===== src/rtl/phy_an_pkg.sv =====
package phy_an_pkg;

   localparam int unsigned DATA_W = 16;
   localparam int unsigned REG_W  = 5;

   localparam logic [REG_W-1:0] REG_CTRL = 5'd0;
   localparam logic [REG_W-1:0] REG_STAT = 5'd1;
   localparam logic [REG_W-1:0] REG_ADV  = 5'd4;
   localparam logic [REG_W-1:0] REG_LPA  = 5'd5;

   localparam logic [DATA_W-1:0] ALL_ONES    = 16'hFFFF;
   localparam logic [DATA_W-1:0] CTRL_RESET  = 16'h8000;
   localparam logic [DATA_W-1:0] CTRL_ISO    = 16'h0400;
   localparam logic [DATA_W-1:0] ADV_ALL     = 16'h01E1;
   localparam logic [DATA_W-1:0] AN_RESTART  = 16'h1200;
   localparam logic [DATA_W-1:0] STAT_LINK   = 16'h0004;
   localparam logic [DATA_W-1:0] STAT_ANDONE = 16'h0020;

   typedef enum logic [3:0] {
      ST_IDLE,
      ST_SCAN_CTL,
      ST_SCAN_STS,
      ST_GET_CTL,
      ST_RST_WR,
      ST_RST_POLL,
      ST_ISO_WR,
      ST_STS_A,
      ST_STS_B,
      ST_ADV_WR,
      ST_AN_WR,
      ST_NEG_A,
      ST_NEG_B,
      ST_NEG_WAIT,
      ST_LPA_RD
   } seq_state_e;

   typedef struct packed {
      logic                 valid;
      logic                 write;
      logic [REG_W-1:0]     regno;
      logic [DATA_W-1:0]    wdata;
   } mgmt_req_t;

endpackage


===== src/rtl/phy_an_pacer.sv =====
module phy_an_pacer #(
   parameter int unsigned TICK_W = 8
) (
   input  logic              clk,
   input  logic              rst_n,
   input  logic              run,
   input  logic              tick,
   input  logic [TICK_W-1:0] cfg_ticks,
   output logic              expire
);

   logic [TICK_W-1:0] seen_q;

   // leave on the edge that delivers the last required tick
   always_comb begin
      expire = 1'b0;
      if (run) begin
         if (cfg_ticks == '0)
            expire = 1'b1;
         else if (tick && (seen_q == cfg_ticks - 1'b1))
            expire = 1'b1;
      end
   end

   always_ff @(posedge clk) begin
      if (!rst_n)
         seen_q <= '0;
      else if (!run || expire)
         seen_q <= '0;
      else if (tick)
         seen_q <= seen_q + 1'b1;
   end

endmodule


===== src/rtl/phy_an_bound.sv =====
module phy_an_bound #(
   parameter int unsigned W = 8
) (
   input  logic         clk,
   input  logic         rst_n,
   input  logic         clr,
   input  logic         inc,
   input  logic [W-1:0] limit,
   output logic         last
);

   logic [W-1:0] used_q;

   // the attempt in progress is the final one allowed
   assign last = ({1'b0, used_q} + 1'b1) >= {1'b0, limit};

   always_ff @(posedge clk) begin
      if (!rst_n)
         used_q <= '0;
      else if (clr)
         used_q <= '0;
      else if (inc && !last)
         used_q <= used_q + 1'b1;
   end

endmodule


===== src/rtl/phy_an_seq.sv =====
module phy_an_seq
   import phy_an_pkg::*;
#(
   parameter int unsigned ADDR_W       = 5,
   parameter int unsigned TICK_W       = 8,
   parameter int unsigned POLL_W       = 8,
   parameter int unsigned RST_POLL_MAX = 100
) (
   input  logic              clk,
   input  logic              rst_n,
   input  logic              start,
   input  logic              tick,
   input  logic [TICK_W-1:0] cfg_poll_ticks,
   input  logic [POLL_W-1:0] cfg_poll_max,
   output logic              req_valid,
   output logic              req_write,
   output logic [ADDR_W-1:0] req_phy,
   output logic [4:0]        req_reg,
   output logic [15:0]       req_wdata,
   input  logic              mdio_done,
   input  logic [15:0]       mdio_rdata,
   output logic              busy,
   output logic              phy_found,
   output logic [ADDR_W-1:0] phy_addr,
   output logic              an_done,
   output logic              err_no_phy,
   output logic              err_vanished,
   output logic              err_rst_timeout,
   output logic              err_an_timeout,
   output logic [15:0]       status_word,
   output logic [15:0]       partner_word
);

   localparam int unsigned        RST_W     = $clog2(RST_POLL_MAX + 1);
   localparam logic [ADDR_W-1:0]  LAST_ADDR = {ADDR_W{1'b1}};
   localparam logic [RST_W-1:0]   RST_LIMIT = RST_W'(RST_POLL_MAX);

   if (ADDR_W < 1 || ADDR_W > 5) begin : g_bad_addr
      $error("phy_an_seq: ADDR_W must be 1..5");
   end
   if (TICK_W < 1) begin : g_bad_tick
      $error("phy_an_seq: TICK_W must be at least 1");
   end
   if (POLL_W < 1) begin : g_bad_poll
      $error("phy_an_seq: POLL_W must be at least 1");
   end
   if (RST_POLL_MAX < 1) begin : g_bad_rst
      $error("phy_an_seq: RST_POLL_MAX must be at least 1");
   end

   seq_state_e          state_q;
   logic [ADDR_W-1:0]   addr_q;
   logic [15:0]         ctl_q;
   logic [15:0]         first_q;
   logic [15:0]         status_q;
   logic [15:0]         partner_q;
   logic                found_q;
   logic                ok_q, nophy_q, gone_q, rsto_q, anto_q;
   mgmt_req_t           req;

   logic                rst_last, neg_last, wait_over;
   logic                rst_inc, neg_inc;
   logic [15:0]         pair_or;
   logic                absent;

   assign pair_or = first_q | mdio_rdata;
   assign absent  = (ctl_q == ALL_ONES) || (mdio_rdata == ALL_ONES);
   assign rst_inc = (state_q == ST_RST_POLL) && mdio_done;
   assign neg_inc = (state_q == ST_NEG_B) && mdio_done;

   phy_an_bound #(.W(RST_W)) u_rst_bound (
      .clk   (clk),
      .rst_n (rst_n),
      .clr   (state_q != ST_RST_POLL),
      .inc   (rst_inc),
      .limit (RST_LIMIT),
      .last  (rst_last)
   );

   phy_an_bound #(.W(POLL_W)) u_neg_bound (
      .clk   (clk),
      .rst_n (rst_n),
      .clr   (state_q == ST_AN_WR),
      .inc   (neg_inc),
      .limit (cfg_poll_max),
      .last  (neg_last)
   );

   phy_an_pacer #(.TICK_W(TICK_W)) u_pacer (
      .clk       (clk),
      .rst_n     (rst_n),
      .run       (state_q == ST_NEG_WAIT),
      .tick      (tick),
      .cfg_ticks (cfg_poll_ticks),
      .expire    (wait_over)
   );

   // request decode from the current step
   always_comb begin
      req = '0;
      unique case (state_q)
         ST_SCAN_CTL, ST_GET_CTL, ST_RST_POLL: begin
            req.valid = 1'b1;
            req.regno = REG_CTRL;
         end
         ST_SCAN_STS, ST_STS_A, ST_STS_B, ST_NEG_A, ST_NEG_B: begin
            req.valid = 1'b1;
            req.regno = REG_STAT;
         end
         ST_RST_WR: begin
            req.valid = 1'b1;
            req.write = 1'b1;
            req.regno = REG_CTRL;
            req.wdata = ctl_q | CTRL_RESET;
         end
         ST_ISO_WR: begin
            req.valid = 1'b1;
            req.write = 1'b1;
            req.regno = REG_CTRL;
            req.wdata = ctl_q & ~CTRL_ISO;
         end
         ST_ADV_WR: begin
            req.valid = 1'b1;
            req.write = 1'b1;
            req.regno = REG_ADV;
            req.wdata = ADV_ALL;
         end
         ST_AN_WR: begin
            req.valid = 1'b1;
            req.write = 1'b1;
            req.regno = REG_CTRL;
            req.wdata = AN_RESTART;
         end
         ST_LPA_RD: begin
            req.valid = 1'b1;
            req.regno = REG_LPA;
         end
         default: req = '0;
      endcase
   end

   always_ff @(posedge clk) begin
      if (!rst_n) begin
         state_q   <= ST_IDLE;
         addr_q    <= '0;
         ctl_q     <= '0;
         first_q   <= '0;
         status_q  <= '0;
         partner_q <= '0;
         found_q   <= 1'b0;
         ok_q      <= 1'b0;
         nophy_q   <= 1'b0;
         gone_q    <= 1'b0;
         rsto_q    <= 1'b0;
         anto_q    <= 1'b0;
      end else begin
         unique case (state_q)
            ST_IDLE: begin
               if (start) begin
                  addr_q    <= '0;
                  found_q   <= 1'b0;
                  status_q  <= '0;
                  partner_q <= '0;
                  ok_q      <= 1'b0;
                  nophy_q   <= 1'b0;
                  gone_q    <= 1'b0;
                  rsto_q    <= 1'b0;
                  anto_q    <= 1'b0;
                  state_q   <= ST_SCAN_CTL;
               end
            end
            ST_SCAN_CTL: if (mdio_done) begin
               ctl_q   <= mdio_rdata;
               state_q <= ST_SCAN_STS;
            end
            ST_SCAN_STS: if (mdio_done) begin
               if (!absent) begin
                  found_q <= 1'b1;
                  state_q <= ST_GET_CTL;
               end else if (addr_q == LAST_ADDR) begin
                  nophy_q <= 1'b1;
                  state_q <= ST_IDLE;
               end else begin
                  addr_q  <= addr_q + 1'b1;
                  state_q <= ST_SCAN_CTL;
               end
            end
            ST_GET_CTL: if (mdio_done) begin
               ctl_q   <= mdio_rdata;
               state_q <= ST_RST_WR;
            end
            ST_RST_WR: if (mdio_done) begin
               state_q <= ST_RST_POLL;
            end
            ST_RST_POLL: if (mdio_done) begin
               if (mdio_rdata == ALL_ONES) begin
                  gone_q  <= 1'b1;
                  state_q <= ST_IDLE;
               end else if ((mdio_rdata & CTRL_RESET) == '0) begin
                  ctl_q   <= mdio_rdata;
                  state_q <= ST_ISO_WR;
               end else if (rst_last) begin
                  rsto_q  <= 1'b1;
                  state_q <= ST_IDLE;
               end
            end
            ST_ISO_WR: if (mdio_done) begin
               state_q <= ST_STS_A;
            end
            ST_STS_A: if (mdio_done) begin
               first_q <= mdio_rdata;
               state_q <= ST_STS_B;
            end
            ST_STS_B: if (mdio_done) begin
               status_q <= pair_or;
               state_q  <= ST_ADV_WR;
            end
            ST_ADV_WR: if (mdio_done) begin
               state_q <= ST_AN_WR;
            end
            ST_AN_WR: if (mdio_done) begin
               state_q <= ST_NEG_A;
            end
            ST_NEG_A: if (mdio_done) begin
               first_q <= mdio_rdata;
               state_q <= ST_NEG_B;
            end
            ST_NEG_B: if (mdio_done) begin
               status_q <= pair_or;
               if (((pair_or & STAT_LINK) != '0) && ((pair_or & STAT_ANDONE) != '0))
                  state_q <= ST_LPA_RD;
               else if (neg_last) begin
                  anto_q  <= 1'b1;
                  state_q <= ST_IDLE;
               end else
                  state_q <= ST_NEG_WAIT;
            end
            ST_NEG_WAIT: if (wait_over) begin
               state_q <= ST_NEG_A;
            end
            ST_LPA_RD: if (mdio_done) begin
               partner_q <= mdio_rdata;
               ok_q      <= 1'b1;
               state_q   <= ST_IDLE;
            end
            default: state_q <= ST_IDLE;
         endcase
      end
   end

   assign req_valid       = req.valid;
   assign req_write       = req.write;
   assign req_phy         = addr_q;
   assign req_reg         = req.regno;
   assign req_wdata       = req.wdata;
   assign busy            = (state_q != ST_IDLE);
   assign phy_found       = found_q;
   assign phy_addr        = addr_q;
   assign an_done         = ok_q;
   assign err_no_phy      = nophy_q;
   assign err_vanished    = gone_q;
   assign err_rst_timeout = rsto_q;
   assign err_an_timeout  = anto_q;
   assign status_word     = status_q;
   assign partner_word    = partner_q;

endmodule


===== config.mk =====
export PLATFORM = sky130hd
export DESIGN_NAME = phy_an_seq
export DESIGN_NICKNAME = d
export VERILOG_FILES = /design/src/rtl/phy_an_pkg.sv /design/src/rtl/phy_an_pacer.sv /design/src/rtl/phy_an_bound.sv /design/src/rtl/phy_an_seq.sv
export SDC_FILE = /design/constraint.sdc
export NUM_CORES = 1
export LEC_CHECK = 0
export ABC_AREA = 1
export CAP_MARGIN = 25
export CORE_ASPECT_RATIO = 0.5
export CORE_MARGIN = 8
export CORE_UTILIZATION = 53
export CTS_CLUSTER_DIAMETER = 30
export DETAILED_ROUTE_END_ITERATION = 10
export PLACE_DENSITY = 0.79
export REMOVE_ABC_BUFFERS = 1
export SLEW_MARGIN = 20
export SYNTH_ARGS = -nofsm -noshare
export SYNTH_HDL_FRONTEND = slang
export SYNTH_HIERARCHICAL = 1
export SYNTH_SLANG_ARGS = --single-unit

===== constraint.sdc =====
create_clock -name clk -period 3.2 [get_ports clk]
set_input_delay 0.8 -clock clk [delete_from_list [all_inputs] [get_ports clk]]
set_output_delay 0.8 -clock clk [all_outputs]
set_load 0.005 [all_outputs]

==> metrics.cfg, run 1 <==
[status]
status=finished clean

[global_route]
grt_pass1_vias=5501
overflow=0
grt_pass1_wl_um=26300
grt_max_degree=29
grt_util_all_layers=0.213
antenna_found_initial=0

[timing]
rsz0062_at_grt=no
min_period_over_period=0.912
tightest_slew_ns=0.821
relSlewSlack=0.450
min_period_ns=2.92
fin_skew_ns=0.00751
timing.fmax_ghz=0.343
setup_slack_ns=0.281
slew_violations=0
final_hold_viol_count=0
setup_viol=0
fin_setup_tns_ns=0

[logic_synthesis]
synth_warnings=6
synth_area_per_cell_um2=6.48
yosysMostFrequentCell=nand2_1
synth_seq_area_share=0.350
netlist_instances=900
ys_top_cells_by_area=dfxtp_1, nand2_1, nor2_1
synthArstFlopShare=0
netlist_top_cells_count=nand2_1, nor2_1, inv_1, dfxtp_1, a21oi_1
synthFlopType=dfxtp_1
synth_cell_type_count=41
synth_edf_count=0
synth.largest_area_cell=dfxtp_1
synth_area_um2=5830
synth_seq_cells=102
yosysTopAreaCellShare=0.350

[cts]
cts.sinks=102
htreeDepth=3
cts_max_path_buffers=2
root_buffer=clkbuf_16
cts_tree=built
cts_hold_buf=0
cts_setup_buffers=0
cts_made_buffers=9
clk_latency_ns=0.36
post_cts_resized=0
clk_pin_slew_ns=0.07

[placed_design]
dp.cells=1142
portBuffers=105
place_congestion=0.953
dpl.hpwl_um=11900
pre_cts_ws_ns=-0.0328
place_area_um2=7030

[cells_and_area]
fill_cells=1004
final-seq-area_um2=2040
finalInstanceArea_um2=7310
multi_input_area_um2=3110
syn_to_final_growth_pct=25.5
final_layout_size_suffix_gt1_frac=0.0671
fin_nets=1067
diodes=0
stdcell_count=1158

[drt]
remaining_drc_errors=0
avgViaCountPerCell=5.09
wirelength_met1_um=7240
ant_nets=0
routed.top_layer=met4
vias=5895
wl_met2_um=7470
routed_wl_um=15800
drtIter0Drc=418
route.met3.wl_um=899
first_pass_iters=5
routedWlPerCell_um=13.6

[worst_setup_path]
start_kind=flip-flop
crit_type=reg2out
arrival_ns=2.12
crit_path_end_kind=primary output
reg2reg_from=u_neg_bound/used_q[0]$_SDFFE_PP0P_
critPathRequiredTime_ns=2.40
crit_fanout=7
startpoint=state_q[0]$_SDFFE_PN0P_

[floorplanning]
pin_count=109
die_area_um2=14800
die_h_um=90.2
die_x_um=164
coreArea_um2=10800
start_util=0.538
rows=27

[pwr]
total_power_w=0.00431
p_per_area_nw_per_um2=590
ir_drop_v=0.000453
p_leak_nw=3.35

[hold_path]
min_path_type=reg2reg
hold_path_startpoint=err_no_phy$_SDFFE_PN0P_

[run]
max-cap-violations=0

-- sequential cells by signal, summed over array words and instances, names as in the netlist, 4 cells and up --
register            count
partner_word           16
phy_addr                5
state_q                 4
u_neg_bound/used_q      8
u_rst_bound/used_q      7
ctl_q                  16
first_q                16
status_word            16
u_pacer/seen_q          8
-- final timing paths --
check	to	slack (ns)	cells after the start
max	req_write	0.28	6
min	err_no_phy$_SDFFE_PN0P_	0.45	2
max reg2reg	state_q[3]$_SDFFE_PN0P_	0.47	17
min reg2reg	err_no_phy$_SDFFE_PN0P_	0.45	2
-- cells in the final DEF (no fill, tap or decap), drive strengths merged, types with 10 or more instances in the layout --
cell type / count
nand2: 217
nor2: 171
inv: 147
clkdlybuf4s50: 105
dfxtp: 102
a21oi: 68
o21ai: 59
nand3: 25
nand4: 22
ha: 22
buf: 14
xor2: 13
conb: 10
clkbuf: 10
-- logic make-up after synthesis --
logic type | Yosys count | share of synthesized area
compound gates | 135 | 0.123
xor+xnor | 20 | 0.0300
fa+ha+maj | 22 | 0.0472
buf+inv | 175 | 0.121
flops | 102 | 0.350
mux | 1 | 0.00172
other cells | 2 | 0.00129
simple gates | 443 | 0.325
-- routing by layer --
metal	GRT usage	up-vias
met5	0	-
li1	-	3011
met2	0.367	163
met3	0.0446	17
met4	0.0564	0
met1	0.263	2704
-- worst max-delay path, cell delays in order, from the launching register on --
cell and delay (ns):
dfxtp_1 0.38, inv_2 0.16, nand2_2 0.11, nor2_1 0.36, nor2_1 0.13, nand2_1 0.11, clkdlybuf4s50_1 0.51
-- per-stage QoR --
stage,hold slack (ns),util
after detailed placement,0.442,0.649
final,0.451,0.674
after CTS,0.453,0.674
after floorplan,0.429,-
after global routing,0.480,0.674
after global placement,0.436,0.649
-- power breakdown --
| group | total (W) | switching (W) | internal, W |
|---|---|---|---|
| combinational | 0.00162 | 0.000931 | 0.000686 |
| clock | 0.00106 | 0.000524 | 0.000539 |
| sequential | 0.00163 | 0.000154 | 0.00148 |
-- layout make-up --
class / count / share of cell area
Clock buffer: 10 / 0.0313
Sequential cell: 102 / 0.279
Clock inverter: 6 / 0.00701
Timing Repair Buffer: 119 / 0.158
Inverter: 145 / 0.0744
Tap cell: 145 / 0.0248
Multi-Input combinational cell: 631 / 0.425
Note: power is estimated with default switching activity, not from simulation.
==> run 2: changes to the inputs <==
--- a/config.mk
+++ b/config.mk
@@ -6,9 +6,9 @@
 export NUM_CORES = 1
 export LEC_CHECK = 0
 export ABC_AREA = 1
-export CAP_MARGIN = 25
+export CAP_MARGIN = 20
 export CORE_ASPECT_RATIO = 0.5
-export CORE_MARGIN = 8
+export CORE_MARGIN = 2
 export CORE_UTILIZATION = 53
 export CTS_CLUSTER_DIAMETER = 30
 export DETAILED_ROUTE_END_ITERATION = 10
==> run 2 against run 1 <==
Net effect:
- sequential share of layout area fell by 0.067 points
- combinational power is essentially flat
- clock power rose by 7%
- die area is 20% lower
- routed wire length shrank 5.8%
- highest routed layer unchanged
==> metrics.cfg, run 2 (synthesis gave the netlist of run 1 again) <==
[drt]
ant_nets=0  ; unchanged
routed_wl_um=14900  ; -5.8%
drtIter0Drc=399  ; -4.5%
routedWlPerCell_um=12.9  ; -5.7%
vias=5825  ; -1.2%
avgViaCountPerCell=5.04  ; -1.0%
remaining_drc_errors=0  ; unchanged
first_pass_iters=5  ; unchanged

[hold_path]
min_path_type=reg2reg

[worst_setup_path]
crit_type=reg2out
crit_path_end_kind=primary output
start_kind=flip-flop
arrival_ns=2.18  ; +0.06 ns
critPathRequiredTime_ns=2.40  ; about the same
crit_fanout=8  ; +1

[cts]
cts_made_buffers=9  ; unchanged
root_buffer=clkbuf_16
cts_tree=built
cts_hold_buf=0  ; unchanged
cts_max_path_buffers=2  ; unchanged
clk_latency_ns=0.35  ; about the same
cts.sinks=102  ; unchanged
htreeDepth=3  ; unchanged
clk_pin_slew_ns=0.07  ; about the same

[global_route]
grt_max_degree=30  ; +3.4%
antenna_found_initial=0  ; unchanged
use_met2=0.426  ; +0.0590
grt_util_all_layers=0.247  ; +0.0340
met1_usage=0.326  ; +0.0629
busiest_layer=met2
grt_pass1_vias=5203  ; -5.4%
overflow=0  ; unchanged
grt_pass1_wl_um=24500  ; -6.8%
grt_use_met3=0.0431  ; -0.00152

[cells_and_area]
syn_to_final_growth_pct=25.8
multi_input_area_um2=3110  ; about the same
fin_nets=1066  ; -0.094%
diodes=0  ; unchanged
final_common_cell=nand2_1
final_layout_size_suffix_gt1_frac=0.0673  ; +0.000133
final_cell_mix=nand2_1, nor2_1, inv_1, clkdlybuf4s50_1, dfxtp_1
fill_cells=958  ; -4.6%
final-seq-area_um2=2040  ; unchanged

[timing]
hold_ws_ns=0.452  ; +0.000663 ns
tightest_slew_ns=0.896  ; +0.0749 ns
relSlewSlack=0.402  ; -0.0486
setup_viol=0  ; unchanged
setup_slack_ns=0.216  ; -0.0652 ns
min_period_ns=2.98  ; +0.0652 ns
fin_skew_ns=0.0104  ; +0.00293 ns
final_hold_viol_count=0  ; unchanged
rsz0062_at_grt=no
fin_setup_tns_ns=0  ; unchanged
timing.fmax_ghz=0.335  ; -2.2%
min_period_over_period=0.932  ; +0.0204
slew_violations=0  ; unchanged

[pwr]
ir_drop_v=0.000320  ; -29%
p_per_area_nw_per_um2=595  ; +0.84%
total_power_w=0.00436  ; +1.1%
pwr-share-clk=0.258  ; +0.011
internal_power_w=0.00278  ; +2.9%
p_leak_nw=3.37  ; +0.42%
p_sw_frac=0.362  ; -0.0111
combPwrFrac=0.366  ; -0.009
share_seq_of_total_power=0.376  ; -0.003
p_sw_w=0.00158  ; -1.9%

[floorplanning]
coreArea_um2=10800  ; unchanged
rows=27  ; unchanged
pin_count=109  ; unchanged
die_area_um2=11900  ; -20%
die_h_um=78.2  ; -13%
start_util=0.538  ; unchanged
die_x_um=152  ; -7.3%

[run]
max-cap-violations=0  ; unchanged

[placed_design]
portBuffers=105  ; unchanged
dpl.hpwl_um=11000  ; -7.8%
place_congestion=0.924  ; -3.0%
pre_cts_ws_ns=-0.0704  ; -0.0376 ns

[status]
status=finished clean

-- run 2: cell types whose count changed in the layout (fill, tap and decap cells not counted), sizes merged --
cell      before  now
bufinv         0    1
buf           14   13
clkbuf        10    9
inv          147  148
clkinvlp       3    1
-- run 2: power by group through the flow --
stage	clock [W]	sequential [W]	combinational (W)
after floorplan	0	0.00164	0.000841
after global placement	0	0.00165	0.00156
after detailed placement	0	0.00166	0.00158
after CTS	0.00115	0.00163	0.00159
after global routing	0.00120	0.00167	0.00177
final	0.00113	0.00164	0.00159
-- run 2: repair_timing --
| action | in CTS | in global routing |
|---|---|---|
| setup buffers | 0 | 0 |
| endpoints found under the setup margin | 0 | 10 |
| gates resized for setup | 0 | 1 |
-- run 2: metal layers --
metal	wire length (µm)	up-vias
met2	6890	173
li1	-	3003
met1	7010	2634
met5	0	-
met3	810	15
met4	169	0
-- run 2: per-stage QoR --
step	instances	utilization	area, µm²
after floorplan	878	-	5700
after global placement	1141	0.648	7030
after detailed placement	1141	0.648	7030
after CTS	1156	0.676	7330
after global routing	1156	0.676	7330
final	1156	0.676	7330
-- run 2: final timing paths --
check | cells past startpoint | start | slack, ns | end
setup / recovery | 6 | state_q[3]$_SDFFE_PN0P_ | 0.22 | req_wdata[13]
hold / removal | 2 | phy_found$_SDFFE_PN0P_ | 0.45 | phy_found$_SDFFE_PN0P_
setup reg to reg | 17 | u_neg_bound/used_q[0]$_SDFFE_PP0P_ | 0.40 | state_q[3]$_SDFFE_PN0P_
hold reg to reg | 2 | phy_found$_SDFFE_PN0P_ | 0.45 | phy_found$_SDFFE_PN0P_
-- run 2: worst max-delay path: stages (launching register included) --
cell and delay [ns]:
dfxtp_1 0.38, inv_1 0.17, nand2_2 0.15, nor2_2 0.27
inv_1 0.19, nor2_1 0.16, clkdlybuf4s50_1 0.52
-- run 2: final cells by class --
cell class,count,share of cell area
Clock inverter,6,0.0106
Tap cell,145,0.0247
Multi-Input combinational cell,631,0.424
Timing Repair Buffer,118,0.157
Sequential cell,102,0.279
Inverter,145,0.0742
Clock buffer,9,0.0307
==> run 3: changes to the inputs <==
--- a/config.mk
+++ b/config.mk
@@ -9,10 +9,10 @@
 export CAP_MARGIN = 20
 export CORE_ASPECT_RATIO = 0.5
 export CORE_MARGIN = 2
-export CORE_UTILIZATION = 53
+export CORE_UTILIZATION = 33
 export CTS_CLUSTER_DIAMETER = 30
 export DETAILED_ROUTE_END_ITERATION = 10
-export PLACE_DENSITY = 0.79
+export PLACE_DENSITY = 0.53
 export REMOVE_ABC_BUFFERS = 1
 export SLEW_MARGIN = 20
 export SYNTH_ARGS = -nofsm -noshare
==> run 3 against run 2 <==
Net effect:
- routed wire length grew 10%
- fmax is 2.5% higher
- via count decreased by 1.4%
- worst hold slack better by 0.00062 ns
- combinational power is essentially flat
- cell area rose by 2.2%
- cell count rose by 8.3%
- clock power is essentially flat
- setup slack improved by 0.073 ns
- die area is 58% higher
- clock skew rose by 0.0044 ns
- total power up 0.33%
- critical endpoint is now req_write
- highest routed layer unchanged
==> metrics.cfg, run 3 (synthesis gave the netlist of run 1 again) <==
[worst_setup_path]
slowest_delay_ns=0.51  ; about the same
crit_family=buffers and inverters
cpMostUsedCell=nor2_1
crit_path_end_kind=primary output
startpoint=state_q[2]$_SDFFE_PN0P_
reg2reg_from=u_neg_bound/used_q[0]$_SDFFE_PP0P_
start_kind=flip-flop
worstPathCellList=nand2_2 -> nor2_1 -> buf_4 -> nor2_1 -> nand2_1 -> clkdlybuf4s50_1
crit_type=reg2out
crit_fanout=8  ; unchanged
arrival_ns=2.11  ; -0.07 ns
cp_num_buf_inv=2  ; -1
crit_slowest_cell=dfxtp_1
critPathRequiredTime_ns=2.40  ; about the same

[pwr]
p_leak_nw=3.40  ; +1.0%
share_seq_of_total_power=0.375  ; about the same
pwr-share-clk=0.257  ; about the same
internal_power_w=0.00272  ; -2.2%
p_sw_w=0.00165  ; +4.8%
combPwrFrac=0.369  ; +0.003
p_sw_frac=0.378  ; +0.0161
ir_drop_v=0.000275  ; -14%
p_per_area_nw_per_um2=584  ; -1.9%

[timing]
final_hold_viol_count=0  ; unchanged
rsz0062_at_grt=no
setup_slack_ns=0.289  ; +0.0728 ns
hold_ws_ns=0.453  ; +0.000620 ns
fin_setup_tns_ns=0  ; unchanged
min_period_over_period=0.910  ; -0.0227
setup_viol=0  ; unchanged
slew_violations=0  ; unchanged
min_period_ns=2.91  ; -0.0728 ns
timing.fmax_ghz=0.344  ; +2.5%
tightest_slew_ns=0.726  ; -0.170 ns
relSlewSlack=0.515  ; +0.113
fin_skew_ns=0.0149  ; +0.00445 ns

[cts]
clk_latency_ns=0.36  ; about the same
clk_pin_slew_ns=0.07  ; about the same
root_buffer=clkbuf_16
cts_setup_buffers=0  ; unchanged
post_cts_resized=0  ; unchanged
cts_tree=built
cts_made_buffers=9  ; unchanged
cts.sinks=102  ; unchanged
htreeDepth=3  ; unchanged
cts_hold_buf=0  ; unchanged
cts_max_path_buffers=2  ; unchanged

[status]
status=finished clean

[floorplanning]
rows=34  ; +26%
coreArea_um2=17300  ; +60%
start_util=0.337  ; -0.201
pin_count=109  ; unchanged
die_h_um=98.0  ; +25%
die_x_um=192  ; +26%
die_area_um2=18800  ; +58%

[global_route]
grt_util_all_layers=0.178  ; -0.0684
grt_use_met3=0.0298  ; -0.0132
grt_pass1_wl_um=27100  ; +11%
grt_max_degree=51  ; +70%
use_met2=0.289  ; -0.138
busiest_layer=met2
met1_usage=0.246  ; -0.0795
antenna_found_initial=0  ; unchanged
grt_pass1_vias=5519  ; +6.1%
overflow=0  ; unchanged

[run]
max-cap-violations=0  ; unchanged

[drt]
routed_wl_um=16400  ; +10%
remaining_drc_errors=0  ; unchanged
first_pass_iters=5  ; unchanged
ant_nets=0  ; unchanged
drtIter0Drc=337  ; -16%
routedWlPerCell_um=13.1  ; +2.0%
avgViaCountPerCell=4.59  ; -8.9%
vias=5745  ; -1.4%

[cells_and_area]
final_layout_size_suffix_gt1_frac=0.0727  ; +0.00543
finalInstanceArea_um2=7490  ; +2.2%
syn_to_final_growth_pct=28.6
diodes=0  ; unchanged
fin_nets=1072  ; +0.56%
final_cell_mix=nand2_1, nor2_1, inv_1, clkdlybuf4s50_1, dfxtp_1
final_common_cell=nand2_1

[hold_path]
hold_path_startpoint=err_an_timeout$_SDFFE_PN0P_
min_path_type=reg2reg

[placed_design]
portBuffers=105  ; unchanged
pre_cts_ws_ns=0.0226  ; +0.0929 ns
dpl.hpwl_um=12300  ; +12%
place_congestion=0.863  ; -6.7%
place_area_um2=7190  ; +2.4%

==> run 3: cell count changes in the layout (fill, tap and decap cells not counted), sizes merged <==
cell      before  now
inv          148  147
clkinvlp       1    0
bufinv         1    0
clkinv         1    5
buf           13   19
==> run 3: path summary, 6_finish.rpt <==
kind / cells after the start / to / slack, ns
worst max-delay path: 6 / req_write / 0.29
worst min-delay path: 2 / err_an_timeout$_SDFFE_PN0P_ / 0.45
worst max register to register: 17 / state_q[3]$_SDFFE_PN0P_ / 0.38
worst min register to register: 2 / err_an_timeout$_SDFFE_PN0P_ / 0.45
==> run 3: final cells by class <==
type | count | area, µm²
Inverter | 145 | 544
Tap cell | 234 | 293
Fill cell | 1831 | 9820
Timing Repair Buffer | 124 | 1210
Clock buffer | 9 | 225
Multi-Input combinational cell | 631 | 3110
Sequential cell | 102 | 2040
Clock inverter | 7 | 75.1
==> run 3: metrics by stage <==
stage	power, W	instances	utilization
final	0.00437	1252	0.433
after global routing	0.00467	1252	0.433
after CTS	0.00442	1252	0.433
after detailed placement	0.00329	1236	0.416
after global placement	0.00329	1236	0.416
after floorplan	0.00248	878	-
==> run 3: worst reg2reg max path: cells and delay by family, from the launching register on <==
family / cells / cell delay [ns]
simple gates: 8 / 0.75
xor+xnor: 1 / 0.24
fa+ha+maj: 2 / 0.52
buf+inv: 3 / 0.17
compound gates: 3 / 0.63
flops: 1 / 0.42
==> run 3: per-layer routing <==
metal  share of wire  wire length [µm]
met1            0.51              8330
met2            0.45              7330
met3           0.037               602
met4           0.010               172
met5               0                 0
==> run 3: power groups by stage <==
stage	Clock [W]	Combinational [W]	Sequential, W
floorplan	0	0.000841	0.00164
global placement	0	0.00162	0.00166
detailed placement	0	0.00162	0.00167
CTS	0.00115	0.00163	0.00164
global route	0.00120	0.00180	0.00167
finish	0.00112	0.00161	0.00164
